$ cat config.mk
export PLATFORM = sky130hd
export DESIGN_NAME = dual_issue_sched
export DESIGN_NICKNAME = d
export VERILOG_FILES = /design/src/rtl/sched_pkg.sv /design/src/rtl/sched_window.sv /design/src/rtl/sched_hazard.sv /design/src/rtl/sched_pick.sv /design/src/rtl/sched_sat_ctr.sv /design/src/rtl/dual_issue_sched.sv
export SDC_FILE = /design/constraint.sdc
export NUM_CORES = 1
export LEC_CHECK = 0
export BUFFER_PORTS_ARGS = -buffer_cell sky130_fd_sc_hd__buf_2
export CAP_MARGIN = 10
export CORE_ASPECT_RATIO = 2
export CORE_UTILIZATION = 35
export CTS_CLUSTER_SIZE = 40
export DETAILED_ROUTE_END_ITERATION = 8
export GPL_TIMING_DRIVEN = 0
export SYNTH_ARGS = -nofsm -noshare
export SYNTH_HDL_FRONTEND = slang
export SYNTH_SLANG_ARGS = --single-unit
$ cat constraint.sdc
create_clock -name clk -period 5 [get_ports clk]
set_input_delay 0 -clock clk [delete_from_list [all_inputs] [get_ports clk]]
set_output_delay 0 -clock clk [all_outputs]
set_load 0.02 [all_outputs]
$ cat src/rtl/sched_pkg.sv
package sched_pkg;

  // Number of issue slots served per cycle.
  localparam int unsigned NUM_SLOTS = 2;

  // How many slots were filled in a cycle; drives waste accounting.
  typedef enum logic [1:0] {
    FILL_NONE = 2'd0,
    FILL_HALF = 2'd1,
    FILL_FULL = 2'd2
  } slot_fill_e;

endpackage

$ cat src/rtl/sched_window.sv
// Program-ordered instruction window with compaction on issue.
module sched_window #(
  parameter int unsigned DEPTH = 4,
  parameter int unsigned REG_W = 5,
  parameter int unsigned TAG_W = 6,
  localparam int unsigned IDX_W = $clog2(DEPTH),
  localparam int unsigned POS_W = $clog2(DEPTH + 1)
) (
  input  logic                        clk,
  input  logic                        rst_n,
  input  logic                        push,
  input  logic [REG_W-1:0]            push_dst,
  input  logic [REG_W-1:0]            push_sa,
  input  logic [REG_W-1:0]            push_sb,
  input  logic                        push_fp,
  input  logic                        push_br,
  input  logic [TAG_W-1:0]            push_tag,
  input  logic [DEPTH-1:0]            take,
  output logic [POS_W-1:0]            count_q,
  output logic [DEPTH-1:0]            vld,
  output logic [DEPTH-1:0][REG_W-1:0] dst_q,
  output logic [DEPTH-1:0][REG_W-1:0] sa_q,
  output logic [DEPTH-1:0][REG_W-1:0] sb_q,
  output logic [DEPTH-1:0]            fp_q,
  output logic [DEPTH-1:0]            br_q,
  output logic [DEPTH-1:0][TAG_W-1:0] tag_q
);

  logic [POS_W-1:0]            count_d;
  logic [DEPTH-1:0][REG_W-1:0] dst_d, sa_d, sb_d;
  logic [DEPTH-1:0]            fp_d, br_d;
  logic [DEPTH-1:0][TAG_W-1:0] tag_d;
  logic [POS_W-1:0]            pos;

  for (genvar g = 0; g < DEPTH; g++) begin : g_vld
    assign vld[g] = (count_q > POS_W'(g));
  end

  // Survivors move down to the lowest free slots, then the new entry lands behind them.
  always_comb begin
    dst_d = dst_q;
    sa_d  = sa_q;
    sb_d  = sb_q;
    fp_d  = fp_q;
    br_d  = br_q;
    tag_d = tag_q;
    pos   = '0;
    for (int j = 0; j < DEPTH; j++) begin
      if (vld[j] && !take[j]) begin
        dst_d[pos[IDX_W-1:0]] = dst_q[j];
        sa_d[pos[IDX_W-1:0]]  = sa_q[j];
        sb_d[pos[IDX_W-1:0]]  = sb_q[j];
        fp_d[pos[IDX_W-1:0]]  = fp_q[j];
        br_d[pos[IDX_W-1:0]]  = br_q[j];
        tag_d[pos[IDX_W-1:0]] = tag_q[j];
        pos = pos + 1'b1;
      end
    end
    count_d = pos;
    if (push && (pos < POS_W'(DEPTH))) begin
      dst_d[pos[IDX_W-1:0]] = push_dst;
      sa_d[pos[IDX_W-1:0]]  = push_sa;
      sb_d[pos[IDX_W-1:0]]  = push_sb;
      fp_d[pos[IDX_W-1:0]]  = push_fp;
      br_d[pos[IDX_W-1:0]]  = push_br;
      tag_d[pos[IDX_W-1:0]] = push_tag;
      count_d = pos + 1'b1;
    end
  end

  always_ff @(posedge clk) begin
    if (!rst_n) begin
      count_q <= '0;
      dst_q   <= '0;
      sa_q    <= '0;
      sb_q    <= '0;
      fp_q    <= '0;
      br_q    <= '0;
      tag_q   <= '0;
    end else begin
      count_q <= count_d;
      dst_q   <= dst_d;
      sa_q    <= sa_d;
      sb_q    <= sb_d;
      fp_q    <= fp_d;
      br_q    <= br_d;
      tag_q   <= tag_d;
    end
  end

endmodule

$ cat src/rtl/sched_hazard.sv
// Pairwise hazard matrix: entry j is ready when no older waiting entry blocks it.
module sched_hazard #(
  parameter int unsigned DEPTH = 4,
  parameter int unsigned REG_W = 5
) (
  input  logic [DEPTH-1:0]            vld,
  input  logic [DEPTH-1:0][REG_W-1:0] dst,
  input  logic [DEPTH-1:0][REG_W-1:0] sa,
  input  logic [DEPTH-1:0][REG_W-1:0] sb,
  input  logic [DEPTH-1:0]            br,
  input  logic                        br_pend,
  output logic [DEPTH-1:0]            ready
);

  function automatic logic same_reg(input logic [REG_W-1:0] a, input logic [REG_W-1:0] b);
    return (a != '0) && (a == b);
  endfunction

  logic [DEPTH-1:0][DEPTH-1:0] blk;

  for (genvar j = 0; j < DEPTH; j++) begin : g_young
    for (genvar k = 0; k < DEPTH; k++) begin : g_old
      if (k < j) begin : g_pair
        logic raw, war, waw;
        assign raw = same_reg(dst[k], sa[j]) || same_reg(dst[k], sb[j]);
        assign war = same_reg(dst[j], sa[k]) || same_reg(dst[j], sb[k]);
        assign waw = same_reg(dst[j], dst[k]);
        assign blk[j][k] = vld[k] && (br[k] || raw || war || waw);
      end else begin : g_none
        assign blk[j][k] = 1'b0;
      end
    end
    assign ready[j] = vld[j] && !br_pend && !(|blk[j]);
  end

endmodule

$ cat src/rtl/sched_pick.sv
// Oldest-first slot selection with the shared floating-point unit as a pairing limit.
module sched_pick #(
  parameter int unsigned DEPTH = 4,
  localparam int unsigned IDX_W = $clog2(DEPTH)
) (
  input  logic [DEPTH-1:0] ready,
  input  logic [DEPTH-1:0] fp,
  output logic             s0_vld,
  output logic [IDX_W-1:0] idx0,
  output logic             s1_vld,
  output logic [IDX_W-1:0] idx1,
  output logic [DEPTH-1:0] take
);

  always_comb begin
    s0_vld = 1'b0;
    idx0   = '0;
    s1_vld = 1'b0;
    idx1   = '0;
    for (int j = 0; j < DEPTH; j++) begin
      if (!s0_vld && ready[j]) begin
        s0_vld = 1'b1;
        idx0   = IDX_W'(j);
      end
    end
    for (int j = 0; j < DEPTH; j++) begin
      if (s0_vld && !s1_vld && ready[j] && (IDX_W'(j) > idx0) && !(fp[idx0] && fp[j])) begin
        s1_vld = 1'b1;
        idx1   = IDX_W'(j);
      end
    end
    take = '0;
    if (s0_vld) take[idx0] = 1'b1;
    if (s1_vld) take[idx1] = 1'b1;
  end

endmodule

$ cat src/rtl/sched_sat_ctr.sv
// Saturating event counter.
module sched_sat_ctr #(
  parameter int unsigned CNT_W = 16
) (
  input  logic             clk,
  input  logic             rst_n,
  input  logic             inc,
  output logic [CNT_W-1:0] cnt
);

  always_ff @(posedge clk) begin
    if (!rst_n) begin
      cnt <= '0;
    end else if (inc && (cnt != '1)) begin
      cnt <= cnt + 1'b1;
    end
  end

endmodule

$ cat src/rtl/dual_issue_sched.sv
module dual_issue_sched
  import sched_pkg::*;
#(
  parameter int unsigned DEPTH = 4,
  parameter int unsigned REG_W = 5,
  parameter int unsigned TAG_W = 6,
  parameter int unsigned CNT_W = 16
) (
  input  logic             clk,
  input  logic             rst_n,
  input  logic             in_valid,
  output logic             in_ready,
  input  logic [REG_W-1:0] in_dst,
  input  logic [REG_W-1:0] in_src_a,
  input  logic [REG_W-1:0] in_src_b,
  input  logic             in_fp,
  input  logic             in_br,
  input  logic [TAG_W-1:0] in_tag,
  input  logic             br_resolve,
  output logic             iss0_vld,
  output logic [TAG_W-1:0] iss0_tag,
  output logic             iss1_vld,
  output logic [TAG_W-1:0] iss1_tag,
  output logic [CNT_W-1:0] vwaste_cnt,
  output logic [CNT_W-1:0] hwaste_cnt
);

  localparam int unsigned IDX_W = $clog2(DEPTH);
  localparam int unsigned POS_W = $clog2(DEPTH + 1);

  logic [POS_W-1:0]            count_q;
  logic [DEPTH-1:0]            vld;
  logic [DEPTH-1:0][REG_W-1:0] dst_q, sa_q, sb_q;
  logic [DEPTH-1:0]            fp_q, br_q;
  logic [DEPTH-1:0][TAG_W-1:0] tag_q;
  logic [DEPTH-1:0]            ready, take;
  logic                        s0_vld, s1_vld;
  logic [IDX_W-1:0]            idx0, idx1;
  logic                        br_pend_q, br_issued;
  logic                        push;
  logic                        slot0_fp, slot1_fp;
  slot_fill_e                  fill;

  assign in_ready = (count_q < POS_W'(DEPTH));
  assign push     = in_valid && in_ready;

  sched_window #(.DEPTH(DEPTH), .REG_W(REG_W), .TAG_W(TAG_W)) u_win (
    .clk      (clk),
    .rst_n    (rst_n),
    .push     (push),
    .push_dst (in_dst),
    .push_sa  (in_src_a),
    .push_sb  (in_src_b),
    .push_fp  (in_fp),
    .push_br  (in_br),
    .push_tag (in_tag),
    .take     (take),
    .count_q  (count_q),
    .vld      (vld),
    .dst_q    (dst_q),
    .sa_q     (sa_q),
    .sb_q     (sb_q),
    .fp_q     (fp_q),
    .br_q     (br_q),
    .tag_q    (tag_q)
  );

  sched_hazard #(.DEPTH(DEPTH), .REG_W(REG_W)) u_haz (
    .vld     (vld),
    .dst     (dst_q),
    .sa      (sa_q),
    .sb      (sb_q),
    .br      (br_q),
    .br_pend (br_pend_q),
    .ready   (ready)
  );

  sched_pick #(.DEPTH(DEPTH)) u_pick (
    .ready  (ready),
    .fp     (fp_q),
    .s0_vld (s0_vld),
    .idx0   (idx0),
    .s1_vld (s1_vld),
    .idx1   (idx1),
    .take   (take)
  );

  assign iss0_vld = s0_vld;
  assign iss1_vld = s1_vld;
  assign iss0_tag = tag_q[idx0];
  assign iss1_tag = tag_q[idx1];
  assign slot0_fp = s0_vld && fp_q[idx0];
  assign slot1_fp = s1_vld && fp_q[idx1];

  // A branch leaving the window freezes issue until its resolve pulse.
  assign br_issued = (s0_vld && br_q[idx0]) || (s1_vld && br_q[idx1]);

  always_ff @(posedge clk) begin
    if (!rst_n) begin
      br_pend_q <= 1'b0;
    end else if (br_issued) begin
      br_pend_q <= 1'b1;
    end else if (br_resolve) begin
      br_pend_q <= 1'b0;
    end
  end

  always_comb begin
    if (s0_vld && s1_vld) fill = FILL_FULL;
    else if (s0_vld)      fill = FILL_HALF;
    else                  fill = FILL_NONE;
  end

  sched_sat_ctr #(.CNT_W(CNT_W)) u_vwaste (
    .clk   (clk),
    .rst_n (rst_n),
    .inc   ((fill == FILL_NONE) && (count_q != '0)),
    .cnt   (vwaste_cnt)
  );

  sched_sat_ctr #(.CNT_W(CNT_W)) u_hwaste (
    .clk   (clk),
    .rst_n (rst_n),
    .inc   (fill == FILL_HALF),
    .cnt   (hwaste_cnt)
  );

endmodule

==> results of run 1 <==
## how the worst max path moves through the flow
stage	slack, ns	endpoint	cells past startpoint
floorplan	0.69	u_win.sa_q[9]$_SDFF_PN0_	19
global placement	-1.08	u_win.sa_q[7]$_SDFF_PN0_	20
detailed placement	-1.11	u_win.dst_q[7]$_SDFF_PN0_	20
CTS	0.08	u_win.dst_q[2]$_SDFF_PN0_	18
global route	0.02	u_win.tag_q[5]$_SDFF_PN0_	19
finish	0.16	u_win.tag_q[5]$_SDFF_PN0_	19
## registers in the layout, summed over array words and instances, names as in the netlist
| register | cells |
|---|---|
| br_pend_q | 1 |
| u_hwaste.cnt | 16 |
| u_vwaste.cnt | 16 |
| u_win.br_q | 4 |
| u_win.count_q | 3 |
| u_win.dst_q | 20 |
| u_win.fp_q | 4 |
| u_win.sa_q | 20 |
| u_win.sb_q | 20 |
| u_win.tag_q | 24 |
## timing repair
item                       in CTS  in global routing
pin swaps                       0                  2
hold buffers                   24                  0
gates resized for setup        13                 18
hold endpoints to repair       93                  0
setup endpoints to repair      94                 86
buffers inserted                0                  1
## power by group through the flow
stage                     logic (mW)  clock network [mW]  registers, mW
after floorplan                0.147                   0           1.07
after global placement         0.220                   0           1.07
after detailed placement       0.221                   0           1.07
after CTS                      0.240                1.37           1.05
after global routing           0.266                1.40           1.05
final                          0.247                1.34           1.05
## cells in the mapped netlist (all sizes together) (2+ instances only)
library cell	number
inv	38
nor4	18
o31ai	2
xnor2	120
mux2	46
o22ai	4
a22o	24
nand2b	7
ha	12
nand3	50
buf	65
or3	5
o2bb2ai	46
a2111oi	3
and2	3
dfxtp	128
nor2	47
mux2i	78
and3	9
nand4	6
o221ai	30
o21ai	14
xor2	52
a21oi	16
nand2	57
a21o	27
o211a	3
nor3	23
clkbuf	41
a211oi	5
## routing by layer
layer  global-route usage  wire length [um]  vias to the layer above  part of all wire
met2               0.4776             16840                      232              0.54
met1               0.2350             10540                     3750              0.34
met4               0.1994              2544                        0             0.081
met3              0.04420              1291                      111             0.041
met5                    0                 0                        -                 0
li1                     -                 -                     3736                 -
## metrics by stage
stage | setup slack (ns) | hold slack, ns | instance area [um^2]
4_1_cts | 0.08130 | 0.005101 | 10590
3_5_place_dp | -1.106 | 0.2583 | 9679
5_1_grt | 0.02455 | 0.06570 | 10670
3_3_place_gp | -1.075 | 0.2517 | 9679
2_1_floorplan | 0.6937 | 0.1160 | 8899
6_report | 0.1615 | 0.007320 | 10670
## cell families after synthesis
kind of cell	count (synthesis)
buffers and inverters	144
and+or+nand+nor	231
muxes	124
AOI/OAI and AO/OA	184
adders and majority gates	12
xor gates and xnor gates	172
DFF	128
## cell type report
type                            count  area share
Clock inverter                     13     0.01748
Clock buffer                       19     0.04059
Inverter                           38     0.01337
Tap cell                          336     0.03941
Buffer                            105     0.05548
Multi-Input combinational cell    723      0.5364
Timing Repair Buffer               97     0.05701
Sequential cell                   128      0.2402
## worst reg2reg max path: cells and delay by family (launching register included)
kind / cells / cell delay, ns
buffers and inverters: 5 / 1.36
and+or+nand+nor: 4 / 0.91
AOI/OAI and AO/OA: 5 / 0.91
muxes: 2 / 0.59
adders and majority gates: 2 / 0.57
DFF: 1 / 0.31
xor gates and xnor gates: 1 / 0.16
==> results.json, run 1 <==
{
  "reg2reg_slack_ns": 0.16,
  "synth-seq-cells": 128,
  "min_to": "u_hwaste.cnt[7]$_SDFFE_PN0P_",
  "reg2reg_from": "u_win.dst_q[11]$_SDFF_PN0_",
  "intPower_mw": 1.978,
  "io_pins": 74,
  "grt_max_degree": 18,
  "dp_hpwl_um": 23510,
  "synth_fa_ha_area_frac": 0.01687,
  "synth_nets": 1034,
  "holdPathStages": 3,
  "row_count": 82,
  "crit_slowest_cell": "nor3_1",
  "yosys.area_share.simple": 0.1288,
  "setup_violations": 0,
  "r2r_end": "u_win.tag_q[5]$_SDFF_PN0_",
  "worstPathArrival_ns": 5.22,
  "synth_compound_area_frac": 0.1713,
  "fin_tns_setup_ns": 0,
  "power_density_mw_per_mm2": 247.7,
  "synth_top_family_by_area": "compound AO/OA/AOI/OAI gates",
  "firstDrtPassIters": 5,
  "rr_worst_depth": 19,
  "synth_edf_count": 0,
  "nets": 1149,
  "port_buffers": 72,
  "antenna_found_initial": 0,
  "grt_overflow": 0,
  "drt.antenna.violating_nets": 0,
  "grt_first_pass_wirelength_um": 47870,
  "multi_input_area_mm2": 0.005722,
  "netlist.area_leader.share": 0.2880,
  "drive_gt1_frac": 0.2155,
  "switching_share": 0.2511,
  "synthTopCellsByArea": "dfxtp_1, xnor2_1, mux2i_1",
  "drv_cap": 0,
  "vias": 7829,
  "path_clk_slew_ns": 0.06,
  "cts_buffers": 17,
  "leakagePower_nw": 4.440,
  "ys_warn_count": 0,
  "routed_wl_um": 31220,
  "netlist_area_mm2": 0.008899,
  "synth_ff_type": "dfxtp_1",
  "cp-startpoint": "u_win.dst_q[11]$_SDFF_PN0_",
  "fin_skew_ns": 0.01095,
  "dp.cells": 1403,
  "core-area_mm2": 0.02503,
  "final_cell_mix": "dfxtp_1, xnor2_1, buf_2",
  "fin_crit_ns": 4.838,
  "fp.dieW_um": 114.8,
  "worst_pin_slew_ns": 0.9868,
  "clk_latency_ns": 0.45,
  "viasPerCell": 5.366,
  "hold_violations": 0,
  "clock_path_buffers": 2,
  "crit_path_max_incr_delay_ns": 0.46,
  "cp_num_buf_inv": 5,
  "synth_xor_area_frac": 0.1693,
  "grt_usage": 0.2529,
  "gp_congestion": 1.013,
  "cp.required_ns": 5.38,
  "synthArstFlopShare": 0,
  "cts_tree": "done",
  "power_frac_seq": 0.398,
  "critical_path.startpoint_type": "flop",
  "yosys.area.top_type": "dfxtp_1",
  "clkSinkCount": 128,
  "grt_pass1_vias": 8172,
  "path_class": "flop to flop",
  "synthDistinctLibCells": 60,
  "end_kind": "flop",
  "die_height_um": 227.5,
  "status": "completed",
  "dieArea_mm2": 0.02611,
  "synth_mux_area_frac": 0.1460,
  "drc_errors": 0,
  "synth_area_per_cell_um2": 8.943,
  "p_total_mw": 2.642,
  "wl_per_cell_um": 21.40,
  "diodes": 0,
  "fmax_ghz": 0.2067,
  "cp_top_family": "buffers and inverters",
  "crit_path_frequent_cell": "buf_4",
  "htree_num_levels": 4,
  "p_sw_mw": 0.6634,
  "crit_fanout": 10,
  "start_util": 0.3555,
  "clock_power_share": 0.508,
  "hold_class": "input pin to flop",
  "synthCells": 995,
  "finalMaxSlewViolations": 0,
  "layout_commonest_cell": "dfxtp_1",
  "rsz0062_at_grt": "false",
  "num-fill-cells": 2582,
  "drt_iter0_drc": 292,
  "final_cells": 1459,
  "ys_seq_area_frac": 0.2880,
  "comb_power_share": 0.094,
  "final_util": 0.4261,
  "crit_chain": "clkbuf_1 > clkbuf_4 > xnor2_1 > nand3_1 > nor3_1 > o21ai_0 > and3_1 > buf_4 > a21o_1 > mux2i_2 > ha_1 > mux2i_2 > ha_1 > nand2_1 > a211oi_4 > buf_4 > buf_4 > a22o_1 > a21o_1",
  "area_delta_synth_final_pct": 19.87,
  "clockRootBuffer": "clkbuf_16",
  "period_share": 0.9677,
  "regArea_mm2": 0.002562,
  "maxSlewHeadroom": 0.3365,
  "hp-start": "rst_n",
  "vdd_drop_max_mv": 0.3192
}
Power figures use the tool's default switching activity.
==> inputs of run 2 (changes only) <==
--- a/config.mk
+++ b/config.mk
@@ -5,6 +5,7 @@
 export SDC_FILE = /design/constraint.sdc
 export NUM_CORES = 1
 export LEC_CHECK = 0
+export ABC_AREA = 1
 export BUFFER_PORTS_ARGS = -buffer_cell sky130_fd_sc_hd__buf_2
 export CAP_MARGIN = 10
 export CORE_ASPECT_RATIO = 2
==> constraint.sdc (replaced) <==
create_clock -name clk -period 6.29 [get_ports clk]
set_input_delay 0 -clock clk [delete_from_list [all_inputs] [get_ports clk]]
set_output_delay 0 -clock clk [all_outputs]
set_load 0.02 [all_outputs]
==> results.json, run 2 <==
{
  "clockRootBuffer": "clkbuf_16",
  "fmax_ghz": 0.1660,
  "fin_ws_ns": 0.2651,
  "busiest_layer": "met2",
  "critical_path.startpoint_type": "flop",
  "use_met1": 0.3425,
  "synth_area_per_cell_um2": 5.522,
  "synth_edf_count": 0,
  "stdcell_area_mm2": 0.01304,
  "netlist_top_cells_count": "nand2_1, nor2_1, inv_1",
  "rsz0062_at_grt": "false",
  "cts_buffers": 17,
  "grt_first_pass_wirelength_um": 88930,
  "vdd_drop_max_mv": 0.2059,
  "synth_mux_area_frac": 0,
  "min_to": "u_hwaste.cnt[0]$_SDFFE_PN0P_",
  "drt_iter0_drc": 1027,
  "io_pins": 74,
  "num-fill-cells": 3618,
  "synth_ff_type": "dfxtp_1",
  "worst_pin_slew_ns": 0.9237,
  "fp.dieW_um": 129.2,
  "row_count": 92,
  "grt_pass1_vias": 13540,
  "drt.antenna.violating_nets": 0,
  "grt_overflow": 0,
  "end_kind": "flop",
  "dieArea_mm2": 0.03312,
  "clkSinkCount": 128,
  "nets": 2205,
  "vias": 14020,
  "worstPathArrival_ns": 6.39,
  "clk_latency_ns": 0.46,
  "synth_fa_ha_area_frac": 0.01326,
  "final_cells": 2602,
  "place_area_mm2": 0.01221,
  "ys_seq_area_frac": 0.2263,
  "netlist_area_mm2": 0.01132,
  "regMostFlops": "u_win.tag_q",
  "crit_fanout": 10,
  "port_buffers": 72,
  "htree_num_levels": 4,
  "synthDistinctLibCells": 39,
  "cp-startpoint": "u_win.dst_q[6]$_SDFF_PN0_",
  "reg2reg_slack_ns": 0.27,
  "leakagePower_nw": 6.529,
  "die_height_um": 256.4,
  "synth_compound_area_frac": 0.07546,
  "yosys.area_share.simple": 0.4814,
  "synth_nets": 2090,
  "wl_per_cell_um": 23.98,
  "p_total_mw": 3.877,
  "final_util": 0.4120,
  "fin_skew_ns": 0.02200,
  "dp.cells": 2546,
  "start_util": 0.3577,
  "synth_top_family_by_area": "simple AND/OR/NAND/NOR gates",
  "drive_gt1_frac": 0.09821,
  "antenna_found_initial": 0,
  "met3_usage": 0.06781,
  "holdPathStages": 3,
  "yosys.area.top_type": "nand2_1",
  "synth_xor_area_frac": 0.07336,
  "maxSlewHeadroom": 0.3842,
  "cp.required_ns": 6.66,
  "firstDrtPassIters": 8,
  "synthArstFlopShare": 0,
  "period_share": 0.9579,
  "diodes": 0,
  "grt_use_met2": 0.6714,
  "drc_errors": 0,
  "finalMaxSlewViolations": 0,
  "reg2reg_from": "u_win.dst_q[6]$_SDFF_PN0_",
  "drv_cap": 0,
  "status": "completed",
  "netlist.area_leader.share": 0.2834,
  "layout_commonest_cell": "nand2_1",
  "routed_wl_um": 62400,
  "preCtsSetupSlack_ns": -0.1207,
  "path_class": "flop to flop",
  "path_clk_slew_ns": 0.06,
  "fin_crit_ns": 6.025,
  "r2r_end": "u_win.tag_q[2]$_SDFF_PN0_",
  "synth-seq-cells": 128,
  "synthCells": 2051,
  "gp_congestion": 1.008,
  "rr_worst_depth": 23,
  "core-area_mm2": 0.03166,
  "clock_path_buffers": 2,
  "final_cell_mix": "nand2_1, nor2_1, inv_1",
  "synthTopCellsByArea": "nand2_1, dfxtp_1, nor2_1",
  "grt_max_degree": 17,
  "power_density_mw_per_mm2": 297.3,
  "cts_tree": "done",
  "dp_hpwl_um": 48360,
  "hp-start": "rst_n",
  "hold_violations": 0,
  "ys_warn_count": 0,
  "viasPerCell": 5.389,
  "hold_class": "input pin to flop",
  "setup_violations": 0,
  "grt_usage": 0.3830,
  "area_delta_synth_final_pct": 15.16,
  "synth.most_common_cell": "nand2_1",
  "largest_reg_flops": 24
}
[run 2: cell types whose count changed after synthesis, sizes merged, moves of 46 or more]
cell and change:
inv +163, mux2 -46, mux2i -78, nand2 +801, nand3 +76, nand4 +63
nor2 +178, o21ai +84, o2bb2ai -46, xnor2 -72
[run 2: logic make-up (layout without fill, tap and decap cells)]
family	count (synthesis)	count (layout)
compound gates	165	165
xor+xnor	94	94
fa+ha+maj	12	12
buf+inv	344	472
flops	128	128
simple gates	1308	1308
[run 2: worst max-delay path, cell delays in order (launching register included)]
cell and delay, ns:
dfxtp_1 0.34, inv_1 0.29, nand2_1 0.09, a21oi_1 0.47
nand3_1 0.27, nand3_1 0.20, nand2_1 0.11, nand3_2 0.18
nand2_1 0.20, inv_1 0.22, buf_2 0.33, ha_1 0.17
clkbuf_1 0.44, nand3_2 0.33, nand2_1 0.28, inv_1 0.10
ha_1 0.28, o21ai_1 0.31, ha_1 0.25, nand4_4 0.34
buf_2 0.39, nand2_1 0.11, nand2_1 0.05, nor2_1 0.15
[run 2: power by group]
group          internal (mW)  switching [mW]  leakage (nW)  total [mW]
clock                  0.577           0.428         0.276        1.01
combinational          0.532            1.31          5.21        1.84
sequential             0.904           0.126          1.04        1.03
total                   2.01            1.86          6.53        3.88
[run 2: routing by layer]
metal	wire, um	share of wire
met1	19530	0.31
met2	31180	0.50
met3	3570	0.057
met4	8121	0.13
met5	0	0
[run 2: through the flow]
| stage | TNS, ns | hold slack, ns |
|---|---|---|
| 6_report | 0 | 0.03434 |
| 5_1_grt | 0 | 0.05181 |
| 4_1_cts | 0 | 0.02070 |
| 3_5_place_dp | -1.754 | 0.3217 |
| 3_3_place_gp | -0.9493 | 0.3161 |
| 2_1_floorplan | 0 | 0.1349 |
[run 2: area by class of cell]
type	count	area (um^2)	share of cell area
Clock buffer	21	470.5	0.03607
Timing Repair Buffer	96	600.6	0.04605
Clock inverter	11	106.4	0.008155
Tap cell	423	529.3	0.04058
Sequential cell	128	2562	0.1965
Inverter	201	754.5	0.05785
Multi-Input combinational cell	1579	7295	0.5593
Buffer	143	723.2	0.05545
[run 2: worst max-delay path by stage]
stage | cells past startpoint | slack, ns | endpoint
final | 23 | 0.27 | u_win.tag_q[2]$_SDFF_PN0_
after detailed placement | 24 | -0.12 | u_win.sa_q[13]$_SDFF_PN0_
after global placement | 24 | -0.08 | u_win.sb_q[14]$_SDFF_PN0_
after CTS | 24 | 0.05 | u_win.sa_q[13]$_SDFF_PN0_
after floorplan | 25 | 2.18 | u_win.sa_q[10]$_SDFF_PN0_
after global routing | 24 | 0.08 | u_win.dst_q[12]$_SDFF_PN0_
[run 2: what timing repair did]
item                                    in CTS  in global routing
gates resized for setup                      1                  4
endpoints found under the setup margin      20                 56
hold endpoints to repair                    90                  0
pin swaps                                    1                  0
setup buffers                                0                  0
hold buffers                                24                  0
==> inputs of run 3 (changes only) <==
--- a/config.mk
+++ b/config.mk
@@ -8,7 +8,6 @@
 export ABC_AREA = 1
 export BUFFER_PORTS_ARGS = -buffer_cell sky130_fd_sc_hd__buf_2
 export CAP_MARGIN = 10
-export CORE_ASPECT_RATIO = 2
 export CORE_UTILIZATION = 35
 export CTS_CLUSTER_SIZE = 40
 export DETAILED_ROUTE_END_ITERATION = 8
==> results.json, run 3 (synthesized netlist as in run 2, its figures left out) <==
{
  "status": "completed",
  "clock_power_share": 0.295,
  "io_pins": 74,
  "switching_share": 0.4424,
  "fmax_ghz": 0.1743,
  "worst_pin_slew_ns": 0.8766,
  "fp.dieW_um": 181.9,
  "drt.antenna.violating_nets": 0,
  "grt_first_pass_wirelength_um": 74080,
  "port_buffers": 72,
  "core-area_mm2": 0.03172,
  "drv_cap": 0,
  "diodes": 0,
  "r2r_end": "u_win.tag_q[15]$_SDFF_PN0_",
  "wl_per_cell_um": 19.01,
  "cp_num_buf_inv": 9,
  "drt_iter0_drc": 1611,
  "p_sw_mw": 1.685,
  "firstDrtPassIters": 6,
  "intPower_mw": 2.124,
  "crit_fanout": 10,
  "fin_crit_ns": 5.739,
  "layout_commonest_cell": "nand2_1",
  "vias": 13470,
  "path_class": "flop to flop",
  "crit_path_max_incr_delay_ns": 0.47,
  "clkSinkCount": 128,
  "cts_tree": "done",
  "crit_slowest_cell": "buf_1",
  "reg2reg_slack_ns": 0.55,
  "final_cell_mix": "nand2_1, nor2_1, inv_1",
  "setup_violations": 0,
  "fin_skew_ns": 0.01811,
  "comb_power_share": 0.441,
  "leakagePower_nw": 6.566,
  "vdd_drop_max_mv": 0.1607,
  "dieArea_mm2": 0.03308,
  "cts_buffers": 17,
  "finalMaxSlewViolations": 0,
  "die_height_um": 181.9,
  "rr_worst_depth": 25,
  "maxSlewHeadroom": 0.4150,
  "end_kind": "flop",
  "largest_reg_flops": 24,
  "fin_tns_setup_ns": 0,
  "clockRootBuffer": "clkbuf_16",
  "drive_gt1_frac": 0.09762,
  "cp.required_ns": 6.64,
  "worstPathArrival_ns": 6.09,
  "place_area_mm2": 0.01219,
  "antenna_found_initial": 0,
  "reg2reg_from": "u_win.dst_q[2]$_SDFF_PN0_",
  "power_density_mw_per_mm2": 290.9,
  "dp_hpwl_um": 36560,
  "grt_overflow": 0,
  "period_share": 0.9123,
  "critical_path.startpoint_type": "flop",
  "rsz0062_at_grt": "false",
  "row_count": 65,
  "path_clk_slew_ns": 0.06,
  "hold_violations": 0,
  "htree_num_levels": 4,
  "grt_pass1_vias": 12260,
  "clk_latency_ns": 0.45,
  "num-fill-cells": 3504,
  "viasPerCell": 5.212,
  "clock_path_buffers": 2,
  "gp_congestion": 0.9989,
  "grt_usage": 0.2970,
  "routed_wl_um": 49120,
  "nets": 2208,
  "crit_path_frequent_cell": "nand2_1",
  "hold_class": "input pin to flop",
  "area_delta_synth_final_pct": 15.63,
  "holdPathStages": 3,
  "cts-resized-gates": 0,
  "grt_max_degree": 17,
  "drc_errors": 0,
  "min_to": "u_vwaste.cnt[12]$_SDFFE_PN0P_",
  "cp_top_family": "buffers and inverters",
  "hp-start": "rst_n",
  "regMostFlops": "u_win.tag_q",
  "power_frac_seq": 0.264,
  "stdcell_area_mm2": 0.01310,
  "start_util": 0.3570
}
run 3: cell types whose count changed in the layout (fill, tap and decap cells not counted), sizes merged:
| cell | change |
|---|---|
| dlygate4sd3 | +1 |
| inv | +2 |
| clkbuf | -5 |
| buf | +4 |
| clkinv | -2 |
| bufinv | +3 |
run 3: layer usage:
metal  vias to the layer above  track usage  part of all wire
li1                       6575            -                 -
met1                      6106       0.4031              0.43
met2                       673       0.4671              0.44
met3                       113      0.04473             0.095
met4                         0       0.1250             0.040
met5                         -            0                 0
run 3: power by group through the flow:
| stage | logic (mW) | clock network (mW) | registers, mW |
|---|---|---|---|
| floorplan | 1.13 | 0 | 0.994 |
| global placement | 1.60 | 0 | 1.02 |
| detailed placement | 1.61 | 0 | 1.02 |
| CTS | 1.63 | 1.13 | 0.999 |
| global route | 1.85 | 1.16 | 1.01 |
| finish | 1.68 | 1.12 | 1.00 |
run 3: how the worst max path moves through the flow:
stage	from	endpoint	slack, ns	cells past startpoint
after floorplan	u_win.dst_q[3]$_SDFF_PN0_	u_win.sa_q[10]$_SDFF_PN0_	2.18	25
after global placement	u_win.dst_q[2]$_SDFF_PN0_	u_win.sa_q[12]$_SDFF_PN0_	0.55	24
after detailed placement	u_win.dst_q[2]$_SDFF_PN0_	u_win.sa_q[12]$_SDFF_PN0_	0.43	24
after CTS	u_win.dst_q[2]$_SDFF_PN0_	u_win.tag_q[15]$_SDFF_PN0_	0.36	24
after global routing	u_win.dst_q[3]$_SDFF_PN0_	u_win.tag_q[15]$_SDFF_PN0_	0.17	25
final	u_win.dst_q[2]$_SDFF_PN0_	u_win.tag_q[15]$_SDFF_PN0_	0.55	25
run 3: repair_timing:
action                                  CTS  global route
buffers inserted                          0             2
endpoints found under the setup margin    0            20
hold buffers                             25             0
endpoints found under the hold margin    88             0
run 3: worst reg2reg max path, stage by stage (launching register included):
cell and delay [ns]:
dfxtp_1 0.32, inv_1 0.29, nand4_1 0.23, buf_4 0.21
nand3_1 0.07, nand2_1 0.09, nor2_1 0.12, nand3_2 0.19
nand2_1 0.29, inv_1 0.18, buf_2 0.26, ha_1 0.31
clkbuf_1 0.29, nand3_1 0.26, nand2_1 0.25, inv_1 0.10
ha_1 0.27, o21ai_0 0.41, inv_1 0.14, ha_1 0.34
inv_1 0.18, buf_1 0.47, nand2_1 0.11, nand2_1 0.08
nand2_1 0.06, a21oi_1 0.15
run 3: area by class of cell:
type                    count  area (um^2)  share of cell area
flip-flops and latches    128         2562              0.1957
clock buffers              18        439.2             0.03354
repair buffers             99        625.6             0.04777
inverters                 201        754.5             0.05761
well taps                 402        503.0             0.03841
multi-input cells        1579         7287              0.5565
clock inverters            14        202.7             0.01548
plain buffers             143        720.7             0.05504
run 3: metrics by stage:
step	setup slack (ns)	instances	utilization	total power, mW	hold WS (ns)
6_report	0.5514	2584	0.4129	3.810	0.1508
3_3_place_gp	0.5450	2525	0.3843	2.612	0.3142
2_1_floorplan	2.185	2051	-	2.127	0.1349
3_5_place_dp	0.4295	2525	0.3843	2.627	0.3226
5_1_grt	0.1721	2584	0.4129	4.022	0.2166
4_1_cts	0.3650	2582	0.4124	3.756	0.1389
